**src/rtl/adc_regctl_pkg.sv**
```systemverilog
package adc_regctl_pkg;

   typedef enum logic [1:0] {
      ADDR_RES_HI = 2'd0,
      ADDR_RES_LO = 2'd1,
      ADDR_MODE   = 2'd2,
      ADDR_CTRL   = 2'd3
   } reg_addr_e;

endpackage

```
**src/rtl/adc_trig_sync.sv**
```systemverilog
module adc_trig_sync #(
   parameter int STAGES = 2
) (
   input  logic clk,
   input  logic rst_n,
   input  logic async_i,
   output logic rise_o
);

   if (STAGES < 2) begin : g_bad_stages
      $error("adc_trig_sync: STAGES must be at least 2");
   end

   logic [STAGES-1:0] sync_q;
   logic              prev_q;

   always_ff @(posedge clk or negedge rst_n) begin
      if (!rst_n) begin
         sync_q <= '0;
         prev_q <= 1'b0;
      end else begin
         sync_q <= {sync_q[STAGES-2:0], async_i};
         prev_q <= sync_q[STAGES-1];
      end
   end

   assign rise_o = sync_q[STAGES-1] & ~prev_q;

endmodule

```
**src/rtl/adc_sar_engine.sv**
```systemverilog
module adc_sar_engine #(
   parameter int RES_W    = 10,
   parameter int CH_W     = 4,
   parameter int SLOW_CYC = 62,
   parameter int FAST_CYC = 31
) (
   input  logic             clk,
   input  logic             rst_n,
   input  logic             start_i,
   input  logic             fast_i,
   input  logic [CH_W-1:0]  chan_i,
   input  logic             cmp_i,
   output logic             busy_o,
   output logic             done_o,
   output logic [RES_W-1:0] trial_o,
   output logic [RES_W-1:0] result_o,
   output logic [CH_W-1:0]  chan_o
);

   localparam int CNT_W     = $clog2(SLOW_CYC);
   localparam int SLOW_STEP = SLOW_CYC / RES_W;
   localparam int FAST_STEP = FAST_CYC / RES_W;
   localparam int STEP_W    = $clog2(SLOW_STEP + 1);
   localparam int IDX_W     = $clog2(RES_W);
   localparam int LEFT_W    = $clog2(RES_W + 1);
   localparam logic [CNT_W-1:0]  SLOW_LAST  = CNT_W'(SLOW_CYC - 1);
   localparam logic [CNT_W-1:0]  FAST_LAST  = CNT_W'(FAST_CYC - 1);
   localparam logic [STEP_W-1:0] SLOW_SLAST = STEP_W'(SLOW_STEP - 1);
   localparam logic [STEP_W-1:0] FAST_SLAST = STEP_W'(FAST_STEP - 1);
   localparam logic [RES_W-1:0]  TRIAL_INIT = RES_W'(1) << (RES_W - 1);

   if (FAST_CYC > SLOW_CYC) begin : g_bad_order
      $error("adc_sar_engine: FAST_CYC must not exceed SLOW_CYC");
   end
   if (FAST_STEP < 1 || FAST_STEP * RES_W >= FAST_CYC) begin : g_bad_fast
      $error("adc_sar_engine: FAST_CYC too short for RES_W decisions");
   end
   if (SLOW_STEP * RES_W >= SLOW_CYC) begin : g_bad_slow
      $error("adc_sar_engine: SLOW_CYC too short for RES_W decisions");
   end

   logic              busy_q, fast_q;
   logic [CNT_W-1:0]  cnt_q;
   logic [STEP_W-1:0] step_q;
   logic [IDX_W-1:0]  idx_q;
   logic [LEFT_W-1:0] left_q;
   logic [RES_W-1:0]  sar_q, result_q;
   logic [CH_W-1:0]   chan_q;

   logic last_cyc, step_end, decide;
   assign last_cyc = cnt_q == (fast_q ? FAST_LAST : SLOW_LAST);
   assign step_end = step_q == (fast_q ? FAST_SLAST : SLOW_SLAST);
   assign decide   = busy_q && step_end && (left_q != '0);

   always_ff @(posedge clk or negedge rst_n) begin
      if (!rst_n) begin
         busy_q <= 1'b0;
         fast_q <= 1'b0;
         cnt_q  <= '0;
         step_q <= '0;
         idx_q  <= '0;
         left_q <= '0;
         sar_q  <= '0;
         chan_q <= '0;
      end else if (!busy_q) begin
         if (start_i) begin
            busy_q <= 1'b1;
            fast_q <= fast_i;
            cnt_q  <= '0;
            step_q <= '0;
            idx_q  <= IDX_W'(RES_W - 1);
            left_q <= LEFT_W'(RES_W);
            sar_q  <= TRIAL_INIT;
            chan_q <= chan_i;
         end
      end else begin
         cnt_q  <= cnt_q + 1'b1;
         step_q <= step_end ? '0 : step_q + 1'b1;
         if (decide) begin
            sar_q[idx_q] <= cmp_i;
            if (idx_q != '0) sar_q[idx_q - 1'b1] <= 1'b1;
            idx_q  <= idx_q - 1'b1;
            left_q <= left_q - 1'b1;
         end
         if (last_cyc) busy_q <= 1'b0;
      end
   end

   // result deliberately has no reset
   always_ff @(posedge clk) begin
      if (busy_q && last_cyc) result_q <= sar_q;
   end

   assign busy_o   = busy_q;
   assign done_o   = busy_q && last_cyc;
   assign trial_o  = sar_q;
   assign result_o = result_q;
   assign chan_o   = chan_q;

   AST_PERIOD_BOUND: assert property (@(posedge clk) disable iff (!rst_n)
      busy_q |-> cnt_q <= (fast_q ? FAST_LAST : SLOW_LAST));
   AST_NO_RESTART: assert property (@(posedge clk) disable iff (!rst_n)
      busy_q && !last_cyc |=> busy_q && cnt_q == $past(cnt_q) + 1'b1);
   AST_TRIAL_INIT: assert property (@(posedge clk) disable iff (!rst_n)
      $rose(busy_q) |-> trial_o == TRIAL_INIT);
   AST_ALL_BITS: assert property (@(posedge clk) disable iff (!rst_n)
      busy_q && last_cyc |-> left_q == '0);
   AST_CHAN_HOLD: assert property (@(posedge clk) disable iff (!rst_n)
      busy_q && $past(busy_q) |-> $stable(chan_o));

endmodule

```
**src/rtl/adc_regctl.sv**
```systemverilog
module adc_regctl
   import adc_regctl_pkg::*;
#(
   parameter int RES_W       = 10,
   parameter int DATA_W      = 8,
   parameter int CH_W        = 4,
   parameter int SLOW_CYC    = 62,
   parameter int FAST_CYC    = 31,
   parameter int SYNC_STAGES = 2
) (
   input  logic              clk,
   input  logic              rst_n,
   input  logic [1:0]        bus_addr_i,
   input  logic              bus_wr_i,
   input  logic [DATA_W-1:0] bus_wdata_i,
   output logic [DATA_W-1:0] bus_rdata_o,
   input  logic              ext_trig_i,
   input  logic              cmp_i,
   output logic [RES_W-1:0]  trial_o,
   output logic [CH_W-1:0]   chan_o,
   output logic              busy_o
);

   localparam int LOW_W   = RES_W - DATA_W;
   localparam int RSVD_W  = DATA_W - 2 - CH_W;
   localparam int SPD_BIT = DATA_W - 1;
   localparam int TRG_BIT = DATA_W - 2;

   if (LOW_W < 1 || LOW_W > DATA_W) begin : g_bad_res
      $error("adc_regctl: RES_W must exceed DATA_W by 1 to DATA_W bits");
   end
   if (RSVD_W < 1) begin : g_bad_ch
      $error("adc_regctl: CH_W leaves no reserved mode bits");
   end

   logic            speed_q, trge_q, done_q;
   logic [CH_W-1:0] ch_q;
   logic            trig_rise, sw_start, start_req, eng_busy, eng_done;
   logic [RES_W-1:0] result;
   logic [DATA_W-1:0] res_hi, res_lo, mode_rd, ctrl_rd;

   adc_trig_sync #(.STAGES(SYNC_STAGES)) trig_i (
      .clk(clk), .rst_n(rst_n), .async_i(ext_trig_i), .rise_o(trig_rise)
   );

   assign sw_start  = bus_wr_i && (bus_addr_i == ADDR_CTRL) && bus_wdata_i[SPD_BIT];
   assign start_req = !eng_busy && (sw_start || (trge_q && trig_rise));

   adc_sar_engine #(
      .RES_W(RES_W), .CH_W(CH_W), .SLOW_CYC(SLOW_CYC), .FAST_CYC(FAST_CYC)
   ) eng_i (
      .clk(clk), .rst_n(rst_n), .start_i(start_req), .fast_i(speed_q),
      .chan_i(ch_q), .cmp_i(cmp_i), .busy_o(eng_busy), .done_o(eng_done),
      .trial_o(trial_o), .result_o(result), .chan_o(chan_o)
   );

   always_ff @(posedge clk or negedge rst_n) begin
      if (!rst_n) begin
         speed_q <= 1'b0;
         trge_q  <= 1'b0;
         ch_q    <= '0;
         done_q  <= 1'b0;
      end else begin
         if (bus_wr_i && bus_addr_i == ADDR_MODE) begin
            speed_q <= bus_wdata_i[SPD_BIT];
            trge_q  <= bus_wdata_i[TRG_BIT];
            ch_q    <= bus_wdata_i[CH_W-1:0];
         end
         if (eng_done)       done_q <= 1'b1;
         else if (start_req) done_q <= 1'b0;
      end
   end

   assign res_hi = result[RES_W-1 -: DATA_W];
   if (LOW_W < DATA_W) begin : g_lo_pad
      assign res_lo = {result[LOW_W-1:0], {(DATA_W-LOW_W){1'b0}}};
   end else begin : g_lo_full
      assign res_lo = result[LOW_W-1:0];
   end

   assign mode_rd = {speed_q, trge_q, {RSVD_W{1'b1}}, ch_q};
   assign ctrl_rd = {eng_busy, done_q, {(DATA_W-2){1'b0}}};

   always_comb begin
      unique case (reg_addr_e'(bus_addr_i))
         ADDR_RES_HI: bus_rdata_o = res_hi;
         ADDR_RES_LO: bus_rdata_o = res_lo;
         ADDR_MODE:   bus_rdata_o = mode_rd;
         default:     bus_rdata_o = ctrl_rd;
      endcase
   end

   logic wdata_unused;
   assign wdata_unused = ^bus_wdata_i;
   assign busy_o = eng_busy;

   AST_DONE_AT_END: assert property (@(posedge clk) disable iff (!rst_n)
      $fell(eng_busy) |-> done_q);
   AST_RESULT_HOLD: assert property (@(posedge clk) disable iff (!rst_n)
      done_q && $past(done_q) |-> $stable(result));
   AST_START_ONLY_IDLE: assert property (@(posedge clk) disable iff (!rst_n)
      eng_busy |=> !$rose(done_q) || !eng_busy);

endmodule

```
**config.mk**
```make
export PLATFORM = sky130hd
export DESIGN_NAME = adc_regctl
export DESIGN_NICKNAME = d
export VERILOG_FILES = /design/src/rtl/adc_regctl_pkg.sv /design/src/rtl/adc_trig_sync.sv /design/src/rtl/adc_sar_engine.sv /design/src/rtl/adc_regctl.sv
export SDC_FILE = /design/constraint.sdc
export NUM_CORES = 1
export LEC_CHECK = 0
export BUFFER_PORTS_ARGS = -buffer_cell sky130_fd_sc_hd__buf_2
export CELL_PAD_IN_SITES_DETAIL_PLACEMENT = 0
export CELL_PAD_IN_SITES_GLOBAL_PLACEMENT = 1
export CORE_ASPECT_RATIO = 1.5
export CORE_MARGIN = 2
export CORE_UTILIZATION = 26
export CTS_BUF_LIST = sky130_fd_sc_hd__clkbuf_2
export CTS_CLUSTER_DIAMETER = 100
export CTS_CLUSTER_SIZE = 24
export DETAILED_ROUTE_END_ITERATION = 10
export PLACE_DENSITY = 0.52
export SLEW_MARGIN = 20
export SYNTH_ARGS = -nofsm -noshare
export SYNTH_HDL_FRONTEND = slang
export SYNTH_HIERARCHICAL = 1
export SYNTH_SLANG_ARGS = --single-unit
export TNS_END_PERCENT = 5
```
**constraint.sdc**
```tcl
create_clock -name clk -period 3.3 [get_ports clk]
set_input_delay 0.66 -clock clk [delete_from_list [all_inputs] [get_ports clk]]
set_output_delay 0.66 -clock clk [all_outputs]
set_load 0.05 [all_outputs]
```
# After elaboration in Yosys (flattened, before gate mapping)
# Index checks and enable logic that the tools add are counted.
# totals
regBits	53
latch_bits	0
ram_bits	0
romBits	0
input_bits	15
output_inout_bits	23
wordCells	80
mem_count	0
# op_classes
n_addsub	4
mul	0
div_mod_pow	0
n_lt_le_gt_ge	4
eq_ne	6
n_shift	0
mux	28
n_bitwise	4
n_reduce_logical	19
# op_table
operator	count
$mux 10	4
$mux 4	6
$pmux 8 s3	1
$mux 6	3
$mux 3	4
$bwmux 10	1
$logic_and 1x1->1	10
$lt 4x5->1 const B	2
$or 10x10->10	1
$demux 1 s4	2
$ge 4x1->1 const B	2
$reduce_bool 4->1	2
$sub 4x1->4 const B	2
$mux 1	7
$add 6x1->6 const B	1
$eq 6x6->1	1
$eq 2x2->1 const B	2
$reduce_and 2->1	2
$reduce_bool 2->1	2
$add 3x1->3 const B	1
$eq 3x3->1	1
$eq 2x1->1 const B	1
$logic_not 2->1	1
$ne 2x2->1 const B	1
4 further kinds	5

# Longest topological paths before layout
# Gate-level depths: netlist of the first run.
# depth
depth_word	9
ltp_mapped	9
ltp_nobuf	8

# Hierarchy
# The synthesis of the first run kept the hierarchy.
# by_module_without_submodules
module	n_inst	cells_each	area_per_inst_um2	seq_area_each_um2
adc_sar_engine	1	227	2253.4	1126.1
adc_regctl	1	35	422.9	175.2
adc_trig_sync	1	4	88.8	75.1

# Worst setup path after synthesis of the first run
# Ideal clock, no wire load.
# synth_path
path_kind	input-to-output
from	input bus_addr_i[1]
to	output bus_rdata_o[0]
arrival_ns	1.590
t_required_ns	2.640
path_slack_ns	1.050
path_stages	3
path_buffers	1
path_cell_list	buf_4 -> mux2i_1 -> nor2_1
# synth_via
elab_chain_len	2
word_cells_on_any_way	4
classes_between	eq/ne (2); mux (1); reduce/logical (1)
# synth_lines
item	line_no	source
start: declaration	adc_regctl.sv:13	input logic [1:0] bus_addr_i,
$eq 2x2->1, or another cell as far along	adc_regctl.sv:85	unique case (reg_addr_e'(bus_addr_i))
$pmux 8 s3 *	adc_regctl.sv:85	
end: declaration	adc_regctl.sv:16	output logic [DATA_W-1:0] bus_rdata_o,
# Mark *: on every way between the ends. The rest lies on a longest branch, timed or not.

# Worst setup path after layout of the first run
# layout_path
from	register eng_i.busy_q, in the netlist eng_i/busy_o
to	output bus_rdata_o[7]
# layout_via
elab_chain_len	1
# layout_lines
item	line_no	source
start: declaration	adc_sar_engine.sv:42	logic busy_q, fast_q;
start signal: assignment	adc_sar_engine.sv:57	busy_q <= 1'b0;
start signal: assignment	adc_sar_engine.sv:67	busy_q <= 1'b1;
start signal: assignment	adc_sar_engine.sv:85	if (last_cyc) busy_q <= 1'b0;
$pmux 8 s3	adc_regctl.sv:85	
# No other way between the ends.

==> run summary, run 1 <==
The path class of the tightest hold or removal check is primary input to asynchronous set/reset pin. Counting the fill cells in the layout gives 1131. The most frequently used flop master after synthesis is sky130_fd_sc_hd__dfrtp_1. The post-synthesis net count was 291; the count of flip-flops with a built-in enable after synthesis was 10. Most used routing layer in global routing: met2.

The tree is rooted in a sky130_fd_sc_hd__clkbuf_2. The setup-violating endpoint count in the final report was 0; the wire length of the first global-routing pass was 10730 µm. The DRC violation total after the first TritonRoute iteration was 43.

Detailed placement ended at an HPWL of 4718 µm. In this design, the largest share of critical-path delay is due to flip-flops. In this run the remaining antenna-violating nets after routing total 0. The number of flip-flops and latches in the synthesized netlist works out to 53. The die is 88.20 µm wide.

The fraction of post-synthesis cell area in the top cell type by area is 0.3891, and the placer congestion estimate is 0.7457. The clock latency reported for the late side of the worst-skew pair was 450 ps. In the final layout, the multi-input gates occupy 1252 µm².

On the final layout, the worst hold slack is 211.2 ps. TritonCTS built the clock tree. The maximum operating frequency came out at 0.4066 GHz. The tools report the register-to-register setup slack as 1200 ps. The global-route track usage on met1 was 0.1537; the final worst clock skew was 13.74 ps. The fraction of the cycle the final worst path needs works out to 0.7453. The number of buffer and inverter instances along the worst setup path works out to 1. The biggest cell delay along the critical path is 600 ps, and the number of global-route vias before repair is 2017.

The fraction of final layout cells with drive strength greater than 1 was 0.2233. The sink count of the clock tree is 53, and the mapped cell area is 2765 µm². During synthesis, Yosys emitted a total of 6 warnings. During I/O placement, the number of pins put on the boundary was 38.

The routed wire length per instance was 14.81 µm; the largest buffer count on any clock path was 2. The async set-or-reset flop fraction in the synthesized netlist was 0.8113; the die area was 11490 µm². Synthesis handed over a netlist of 266 instances. The logs give 0.2034 for the met2 capacity usage during global routing and 0 ps for the aggregate negative setup slack. Data on the critical path is required at its endpoint by 2640 ps. The tools report the type of element capturing the critical path as a primary output. Setup repair after global routing left no endpoint under its margin. At the pin with the least slew margin, the transition time is 739.8 ps. The starting density of the core is 0.2640, and the average size of a mapped cell is 10.40 µm². The hold violation total from the final report was 0. Relative slew slack: 0.5058.

The initial antenna violation count was 1. The synthesized design spends more area on one cell type than any other, namely sky130_fd_sc_hd__dfrtp_1. The tools report the global routing met3 resource utilization as 0.02657. Arrival time at the worst endpoint: 1800 ps. Post-CTS timing repair inserted 0 buffers for setup. The sequential fraction of the synthesis area came out at 0.4977. Number of distinct library cell variants in the gate-level netlist after synthesis: 47. Routed via count: 2043. The worst setup path is launched from a register. In the routed design, unresolved DRC markers number 0. For the routed wire length, the log shows 6589 µm. After clock tree synthesis, the repair step resized 0 gates. The run finished with clean final reports. Using the TritonRoute via totals, the vias-per-cell ratio works out to 4.591. VDD sags by at most 0.2729 mV.

The final count of pins violating max slew is 0, and the die height is 130.3 µm. The logs give 0 for the global-route congestion overflow total and 10480 µm² for the core region area. The critical path is of the register to primary output type. Traced cell by cell, the critical path runs through mux4_2 -> buf_2. After the last flow step, the layout net total stands at 324. Count of TritonRoute iterations in the first routing pass: 4. Across the run, the number of max-cap violations was 0. The signed area change from the synthesized netlist to the final layout came out at 12.76%. Overall fraction of global-route tracks in use: 0.1213. After synthesis, the cell types taking the most area are sky130_fd_sc_hd__dfrtp_1 (39%), sky130_fd_sc_hd__edfxtp_1 (11%), sky130_fd_sc_hd__nand2_1 (5.8%), sky130_fd_sc_hd__mux2i_1 (4.7%), sky130_fd_sc_hd__ha_1 (4.5%).

The number of port buffers came out at 35. Registers take 1376 µm². Summed over all cells, the static leakage comes to 1.372 nW.

The highest-delay cell along the critical path is sky130_fd_sc_hd__dfrtp_1. The largest fanout of any net on the critical path was 13. The number of buffers created by CTS is 5, and the number of cell rows is 46. For the depth of the CTS H-tree, the log shows 2.

The clock transition time at the flip-flop clock pins of the worst setup and hold paths was 260 ps; the post-route minimum period was 2459 ps. Entering global routing, the biggest net connects 36 pins. For this design the ratio of total power to cell area is 834.3 nW/µm².

Hold repair after CTS inserted 0 buffers.
cells in the mapped netlist (3+ instances only):
library cell,count
sky130_fd_sc_hd__buf_6,3
sky130_fd_sc_hd__mux2i_1,13
sky130_fd_sc_hd__a21oi_1,15
sky130_fd_sc_hd__o21ai_2,3
sky130_fd_sc_hd__inv_1,11
sky130_fd_sc_hd__clkbuf_1,5
sky130_fd_sc_hd__dfrtp_1,43
sky130_fd_sc_hd__nor3_1,8
sky130_fd_sc_hd__nand3_1,9
sky130_fd_sc_hd__ha_1,10
sky130_fd_sc_hd__a31oi_1,7
sky130_fd_sc_hd__o31ai_1,4
sky130_fd_sc_hd__edfxtp_1,10
sky130_fd_sc_hd__xor2_1,3
sky130_fd_sc_hd__nand2_1,43
sky130_fd_sc_hd__nor2_1,18
sky130_fd_sc_hd__mux2_2,6
sky130_fd_sc_hd__o21ai_0,12
sky130_fd_sc_hd__buf_2,7
report_power, final:
part / switching, mW / internal (mW) / total, mW
combinational: 0.793 / 0.425 / 1.22
sequential: 0.257 / 0.874 / 1.13
clock: 0.206 / 0.0464 / 0.252
total: 1.26 / 1.35 / 2.60
routing by layer:
metal  vias to the layer above  routed length [µm]  part of all wire
met5                         -                   0                 0
met4                         0                 108             0.016
met3                         5                 189             0.029
met2                        31                3307              0.50
met1                       996                2984              0.45
li1                       1011                   -                 -
cells in the final DEF (no fill, tap or decap), drive strengths merged, types with 11 or more instances in the layout:
| cell | Yosys | layout |
|---|---|---|
| nand2 | 43 | 43 |
| dfrtp | 43 | 43 |
| buf | 11 | 42 |
| nor2 | 18 | 18 |
| a21oi | 15 | 15 |
| o21ai | 15 | 15 |
| mux2i | 13 | 13 |
| inv | 11 | 11 |
sequential cells by signal (all words and copies together) (netlist names):
| register | count |
|---|---|
| ch_q | 4 |
| done_q | 1 |
| eng_i/busy_o | 1 |
| eng_i/chan_o | 4 |
| eng_i/cnt_q | 6 |
| eng_i/fast_q | 1 |
| eng_i/idx_q | 4 |
| eng_i/left_q | 4 |
| eng_i/result_o | 10 |
| eng_i/step_q | 3 |
| eng_i/trial_o | 10 |
| speed_q | 1 |
| trge_q | 1 |
| trig_i/prev_q | 1 |
| trig_i/sync_q | 2 |
stage by stage:
step           worst slack [ps]  power [mW]  cells  cell area [µm²]  utilization
4_1_cts                   774.8       2.642    444             3115       0.2974
3_5_place_dp              976.0       2.378    436             3078       0.2938
2_1_floorplan              1050       2.086    266             2765            -
5_1_grt                   695.4       2.840    445             3118       0.2977
3_3_place_gp              970.9       2.368    436             3078       0.2938
6_report                  840.5       2.601    445             3118       0.2977
cell families (layout without fill, tap and decap cells):
group,Yosys count,in the layout,synth area share
xor gates and xnor gates,4,4,0.01267
and+or+nand+nor,96,96,0.1733
muxes,21,21,0.08778
adders and majority gates,10,10,0.04525
buffers and inverters,27,61,0.04932
other,0,1,0
AOI/OAI and AO/OA,55,55,0.1339
DFF,53,53,0.4977
final cells by class:
cell class,instances,area share
tap,144,0.05778
antenna,1,0.0008026
multi-input combinational,186,0.4017
clock buffer,5,0.008026
sequential,53,0.4414
timing repair buffer,42,0.07303
inverter,11,0.01324
clock inverter,3,0.004013
worst paths after layout:
path / from / end / depth (start not counted)
max: eng_i/busy_o / bus_rdata_o[7] / 2
max in group asynchronous: rst_n / trig_i/prev_q / 2
min in group clk: ext_trig_i / trig_i/sync_q[0] / 1
min: rst_n / eng_i/trial_o[7] / 1
min reg2reg: trig_i/sync_q[0] / trig_i/sync_q[1] / 0
max reg2reg: eng_i/idx_q[0] / eng_i/trial_o[0] / 7
(Power assumes the default switching activity.)
==> run 2: changes to the inputs <==
- ABC_AREA: unset -> 1
- PLACE_DENSITY: 0.52 -> 0.53
- clock period: 3.3 -> 2.3 ns (I/O delays scaled with it)
==> run summary, run 2 <==
The number of ports placed on the die boundary was 38; the synthesized netlist cell count was 303. For the count of nets left with antenna violations after detail routing, the log shows 0. In this run the static leakage power is 1.587 nW.

The number of cell rows came out at 46. In this design, the largest share of critical-path delay is due to flip-flops. The tool flagged a number of max-cap violations equal to 0. Yosys printed 6 warnings. In this run the mean area of a mapped cell was 9.130 µm². The library cell used most frequently in the layout, excluding fill and tap cells, is sky130_fd_sc_hd__nand2_1.

The logs give 21 for the maximum number of pins on one net before global-route repair and 30.52 ps for the final worst clock skew. In this run, the number of DRC markers left after iteration 0 of detailed routing was 92. The tools report the placed instance area as 3053 µm².

The total overflow left after global routing is 0. The number of clock buffers added by TritonCTS is 5. Sorting the synthesized cells by how often they occur yields sky130_fd_sc_hd__nand2_1 (80), sky130_fd_sc_hd__dfrtp_1 (43), sky130_fd_sc_hd__nand3_1 (33). The async set-or-reset flop fraction in the synthesized netlist works out to 0.8113. The internal power summed over all cells is 2.067 mW, and the overall fraction of global-route tracks in use is 0.1278.

In this run the worst path has a maximum fanout of 12. The most used flip-flop cell after synthesis is sky130_fd_sc_hd__dfrtp_1. The number of buffer and inverter instances along the worst setup path came out at 1.

The number of global-route vias before repair came out at 2181. The logs give 0.2304 for the met2 capacity usage during global routing and 0 for the number of design rule violations left after detail routing. The tools report the post-layout instance area as 3144 µm².

By area the synthesized netlist is led by sky130_fd_sc_hd__dfrtp_1 (39%), sky130_fd_sc_hd__edfxtp_1 (11%), sky130_fd_sc_hd__nand2_1 (11%), sky130_fd_sc_hd__nand3_1 (6.0%), sky130_fd_sc_hd__ha_1 (4.5%). The worst setup path is captured at a primary output. The startpoint type of the worst setup path is a register. The final route contains 2120 vias. Leaving out fill and tap cells, the most frequent cells in the layout are sky130_fd_sc_hd__nand2_1 (80), sky130_fd_sc_hd__dfrtp_1 (43), sky130_fd_sc_hd__buf_2 (35). In this run the most used layer during global routing was met2. Setup repair after global routing left no endpoint under its margin. During placement, the flow inserted port buffers numbering 35. Arrival time at the worst endpoint: 1620 ps. The number of flip-flops and latches in the synthesized netlist was 53.

The min-delay analysis places its worst path in the category primary input to register. Post-CTS setup-driven buffer insertion count: 0. The critical path goes through nand2_1 -> nand4_1 -> buf_2.

Clock-pin slew was measured on the worst setup and hold paths at 290 ps. In this run the worst setup path begins at eng_i/busy_o. The relative slew slack is 0.6490. For this design the ratio of total power to cell area is 1293 nW/µm². For this design, the sink count on the clock tree is 53. In this run the cell area of the synthesized design comes to 2766 µm². The fraction of power spent switching nets was 0.4916; the post-synthesis net count was 328. Across the VDD grid, the largest voltage drop is 0.4921 mV. The clock latency reported for the late side of the worst-skew pair was 470 ps; the aggregate negative setup slack was 0 ps. Measured along the y axis, the die boundary spans 130.3 µm. The slowest stage of the critical path belongs to the cell sky130_fd_sc_hd__dfrtp_1. The final layout contains routed wiring with a total length of 6676 µm. In the final design database the tool counted 368 nets.

The first global-routing pass estimated 11180 µm of wire. Relative to the synthesized area, the layout overhead comes to 13.66%. The first TritonRoute pass finished after 4 iterations. The run gives 0.480 as the combinational cell fraction of total power. Summed over all nets, the switching power comes to 1.998 mW. The die covers 11500 µm².

The biggest cell delay along the critical path works out to 700 ps. The number of vias per cell was 4.335; the initial antenna violation count was 1. The run gives 10480 µm² as the core region area. Transition time at the pin with the least slew margin: 526.4 ps. The startpoint identified for the worst register-to-register timing path is eng_i/idx_q[0]. The data required time of the worst path came out at 1840 ps. Subtracting the final worst setup slack from the clock period gives 2083 ps. The fraction of final layout cells with drive strength greater than 1 is 0.2151, and the fraction of the cycle the final worst path needs is 0.9058.

In the final routed layout, each cell accounts on average for 13.65 µm. Counting along the longest clock path gives a buffer depth of 2. The logs give 0.126 for the power share of the clock group and 0.394 for the fraction of power consumed by sequential logic. The run finished with clean final reports. Final hold analysis gives a worst-case slack of 190.7 ps.

The x dimension of the die came out at 88.22 µm. The worst hold path begins at bus_wdata_i[1]. In this run the clock root is driven by a sky130_fd_sc_hd__clkbuf_2. The fraction of post-synthesis cell area in the top cell type by area works out to 0.3890. The leading cell type by number of instances after synthesis was sky130_fd_sc_hd__nand2_1.

TritonCTS built the clock tree. The count of flip-flops with a built-in enable after synthesis is 10, and the depth of the CTS H-tree is 2. The worst setup path category is register to primary output. For the global-route track usage on met1, the log shows 0.1501. The starting density of the core was 0.2641; the maximum operating frequency was 0.4800 GHz.

The placer congestion estimate is 0.7785, and the global routing met3 resource utilization is 0.02151. The wire-length estimate of the detail-placed layout is 5018 µm. Setup violations remaining at the end of the flow were counted as 0. The final count of pins violating max slew was 0. Hold violation total from the final report: 0.

The biggest area contributor in the post-synthesis netlist is sky130_fd_sc_hd__dfrtp_1. The number of distinct library cell variants in the gate-level netlist after synthesis was 33; the sequential fraction of the synthesis area was 0.4975.
run 2: logic make-up (layout without fill, tap and decap cells):
kind of cell,count (synthesis),count (layout),synth area share
AND/OR/NAND/NOR,153,153,0.2596
flip-flops,53,53,0.4975
buffers and inverters,41,82,0.08322
AO/OA/AOI/OAI,36,36,0.07689
adder cells (fa/ha/maj),10,10,0.04523
multiplexers,9,9,0.03437
XOR/XNOR,1,1,0.003167
other,0,1,0
run 2: power by group through the flow:
stage	sequential, mW	clock [mW]	combinational [mW]
2_1_floorplan	1.89	0	1.26
3_3_place_gp	1.63	0	1.96
3_5_place_dp	1.63	0	1.98
4_1_cts	1.61	0.544	1.99
5_1_grt	1.66	0.574	2.22
6_report	1.60	0.512	1.95
run 2: metal layers:
layer,wire (µm),vias to the layer above
met1,2758,1015
met4,122,0
met3,162,6
met5,0,-
met2,3633,25
li1,-,1074
run 2: per-stage QoR:
stage	power, mW	worst slack, ps	std cells	util
floorplan	3.145	249.6	303	-
global placement	3.591	317.2	478	0.2914
detailed placement	3.607	300.6	478	0.2914
CTS	4.139	149.4	487	0.2990
global route	4.452	54.83	489	0.3002
finish	4.065	216.6	489	0.3002
run 2: worst register-to-register path: stages (launching register included):
cell and delay [ps]:
sky130_fd_sc_hd__dfrtp_1 470, sky130_fd_sc_hd__inv_1 220, sky130_fd_sc_hd__ha_1 280, sky130_fd_sc_hd__nand2_1 90, sky130_fd_sc_hd__nand2_2 180, sky130_fd_sc_hd__inv_1 90, sky130_fd_sc_hd__nor2_4 150, sky130_fd_sc_hd__nand2_1 70
sky130_fd_sc_hd__nand2_1 60, sky130_fd_sc_hd__nand2_1 50, sky130_fd_sc_hd__o21ai_2 70
run 2: path summary, 6_finish.rpt:
kind | endpoint | slack, ps | cells after the start
setup reg to reg | eng_i/trial_o[1] | 510 | 10
max in group asynchronous | eng_i/trial_o[8] | 1210 | 3
min in group asynchronous | eng_i/idx_q[2] | 440 | 2
setup / recovery | bus_rdata_o[7] | 220 | 3
hold reg to reg | trig_i/sync_q[1] | 400 | 0
hold / removal | ch_q[1] | 190 | 3
run 2: cell type report:
class,count,area (µm²)
multi-input combinational,209,1160
timing repair buffer,43,240.2
clock buffer,5,25.02
inverter,31,116.4
fill,1181,7331
antenna,1,2.502
clock inverter,3,43.79
tap,144,180.2
sequential,53,1376
run 2: what timing repair did:
item | CTS | global route
hold buffers | 1 | 1
hold endpoints to repair | 18 | 1
resized for setup | 0 | 0
==> run 3: changes to the inputs <==
- CORE_ASPECT_RATIO: 1.5 -> 2
==> run summary, run 3 (synthesized netlist as in run 2, its figures left out) <==
The count of nets left with antenna violations once routing finished came out at 0. The setup-violating endpoint count in the final report was 0. In this run the vertical extent of the chip is 149.9 µm. The run gives 0.501 as the combinational cell fraction of total power.

The worst hold path belongs to the class primary input to register. The routed via count was 2123; the routed wire length was 7104 µm. The worst path in the final design needs a cycle of 1907 ps, including I/O delays and setup.

The H-tree generated during clock tree synthesis spans 2 levels. Entering global routing, the biggest net connects 44 pins. The global-route congestion overflow total is 0, and the DRC violation total after the first TritonRoute iteration is 54.

The largest individual stage delay along the critical path comes from the cell sky130_fd_sc_hd__dfrtp_1. The logs give 5278 µm for the post-detailed-placement half-perimeter wirelength and 49.41 ps for the final worst clock skew. The peak supply drop was 0.3302 mV; the overall fraction of global-route tracks in use was 0.1315.

The net switching component of the power is 2.008 mW. The fraction of the cycle the final worst path needs was 0.8290; the number of instances on the worst hold path was 1. Most common cell after layout, fill and taps aside: sky130_fd_sc_hd__nand2_1. The number of gates resized after CTS was 0. Internal power summed over all cells: 1.946 mW. The detailed router put a total of 2575 µm of wire on met1. By startpoint and endpoint, the worst setup path is classified as register to primary output. The type of element capturing the critical path is a primary output. The depth of the worst register-to-register path is 10, and the data required time of the worst path is 1840 ps. Share of the core filled with cells: 0.2972.

The category of cells accounting for the largest share of critical-path delay is flip-flops. The transition time at the pin with the least slew margin came out at 600.6 ps. The die area was 11530 µm². The number of global-route vias before repair is 2243. For the worst setup path, the data arrival time is 1450 ps. The logs give 0.5996 for the relative slew slack and 0 for the count of maximum capacitance violations. The floorplan has 53 rows.

For this design, the sink count on the clock tree is 53. The logs give 174 µm for the total length of routed met3 wires and 393.3 ps for the setup slack of the critical path after layout. The clock transition time at the flip-flop clock pins of the worst setup and hold paths is 250 ps, and the final count of pins violating max slew is 0.

For the placer congestion estimate, the log shows 0.8199. The critical path goes through buf_4 -> buf_2. The region available for standard cell placement spans 10410 µm².

Relative to the synthesized area, the layout overhead comes to 11.85%. For the worst-skew pair, the clock arrives at the later sink with an insertion delay of 480 ps. The fraction of power consumed by sequential logic came out at 0.405. The aggregate negative setup slack came out at 0 ps. The layout filler cell count was 1128; the routed wire length per instance was 14.77 µm. The top routing layer in use was met4. Counting the buffers created by CTS gives 5. The x dimension of the die was 76.94 µm. For this run, the top clock speed supported by timing is 0.5245 GHz. The placed instance area was 3044 µm². Number of ports placed on the die boundary: 38.

Post-layout instance area: 3094 µm². The total leakage power was 1.568 nW; the biggest cell delay along the critical path was 550 ps. The starting density of the core is 0.2657, and the number of port buffers is 35. The fraction of final layout cells with drive strength greater than 1 is 0.2099, and the hold violation total from the final report is 0.

Cell count along the critical path: 2. The count of TritonRoute iterations in the first routing pass is 4, and the initial antenna violation count is 1. In the routed layout, each cell is associated on average with a via count of 4.414. Total power density per cell area: 1278 nW/µm². The fraction of power spent switching nets is 0.5078. The number of buffer and inverter instances along the worst setup path came out at 2. STA classifies the critical path startpoint as a register. The top cell types in the final layout, fill and taps aside, are sky130_fd_sc_hd__nand2_1 (80), sky130_fd_sc_hd__dfrtp_1 (43), sky130_fd_sc_hd__buf_2 (35). Setup repair after global routing left no endpoint under its margin.

The run finished with clean final reports. The logs give 11500 µm for the wire length of the first global-routing pass and 372.4 ps for the post-placement worst setup slack. The largest fanout of any net on the critical path came out at 7.

The largest buffer count on any clock path was 2. For this run, the post-layout net count is 367. The power share of the clock group was 0.094.

The number of design rule violations left after detail routing is 0, and the wire length on met2 is 4234 µm. TritonCTS built the clock tree. Clock tree synthesis selected as its root buffer the cell sky130_fd_sc_hd__clkbuf_2.
-- run 3: stage by stage --
step,total power [mW],hold WS (ps),instances
floorplan,3.145,164.4,303
global placement,3.611,347.5,471
detailed placement,3.638,350.3,471
CTS,4.035,60.08,480
global route,4.328,40.29,481
finish,3.954,100.3,481
-- run 3: area by class of cell --
cell class | count | area, µm² | share of cell area
clock buffers | 5 | 25.02 | 0.008087
multi-input cells | 209 | 1160 | 0.3748
clock inverters | 3 | 12.51 | 0.004044
diodes | 1 | 2.502 | 0.0008087
flip-flops and latches | 53 | 1376 | 0.4448
well taps | 137 | 171.4 | 0.05540
repair buffers | 42 | 230.2 | 0.07440
inverters | 31 | 116.4 | 0.03761
-- run 3: path summary, 6_finish.rpt --
check | start | endpoint | slack, ps
worst max register to register | eng_i/idx_q[0] | eng_i/trial_o[1] | 490
worst min-delay path | ext_trig_i | trig_i/sync_q[0] | 100
min in group asynchronous | rst_n | eng_i/idx_q[1] | 550
worst max-delay path | eng_i/busy_o | busy_o | 390
max in group asynchronous | rst_n | ch_q[3] | 1300
worst min register to register | trig_i/sync_q[0] | trig_i/sync_q[1] | 410
-- run 3: routing by layer --
metal | track usage | up-vias
met1 | 0.1215 | 1019
met5 | 0 | -
met2 | 0.2750 | 27
met4 | 0.04909 | 0
met3 | 0.02232 | 5
li1 | - | 1072
-- run 3: power by group through the flow --
stage                     clock (mW)  sequential [mW]  combinational, mW
after CTS                      0.412             1.61               2.02
after global routing           0.439             1.66               2.23
final                          0.372             1.60               1.98
after global placement             0             1.62               1.99
after detailed placement           0             1.63               2.01
after floorplan                    0             1.89               1.26
-- run 3: repair_timing --
item                                   CTS  global route
endpoints found under the hold margin    5             0
hold buffers                             1             0
buffers inserted                         0             0
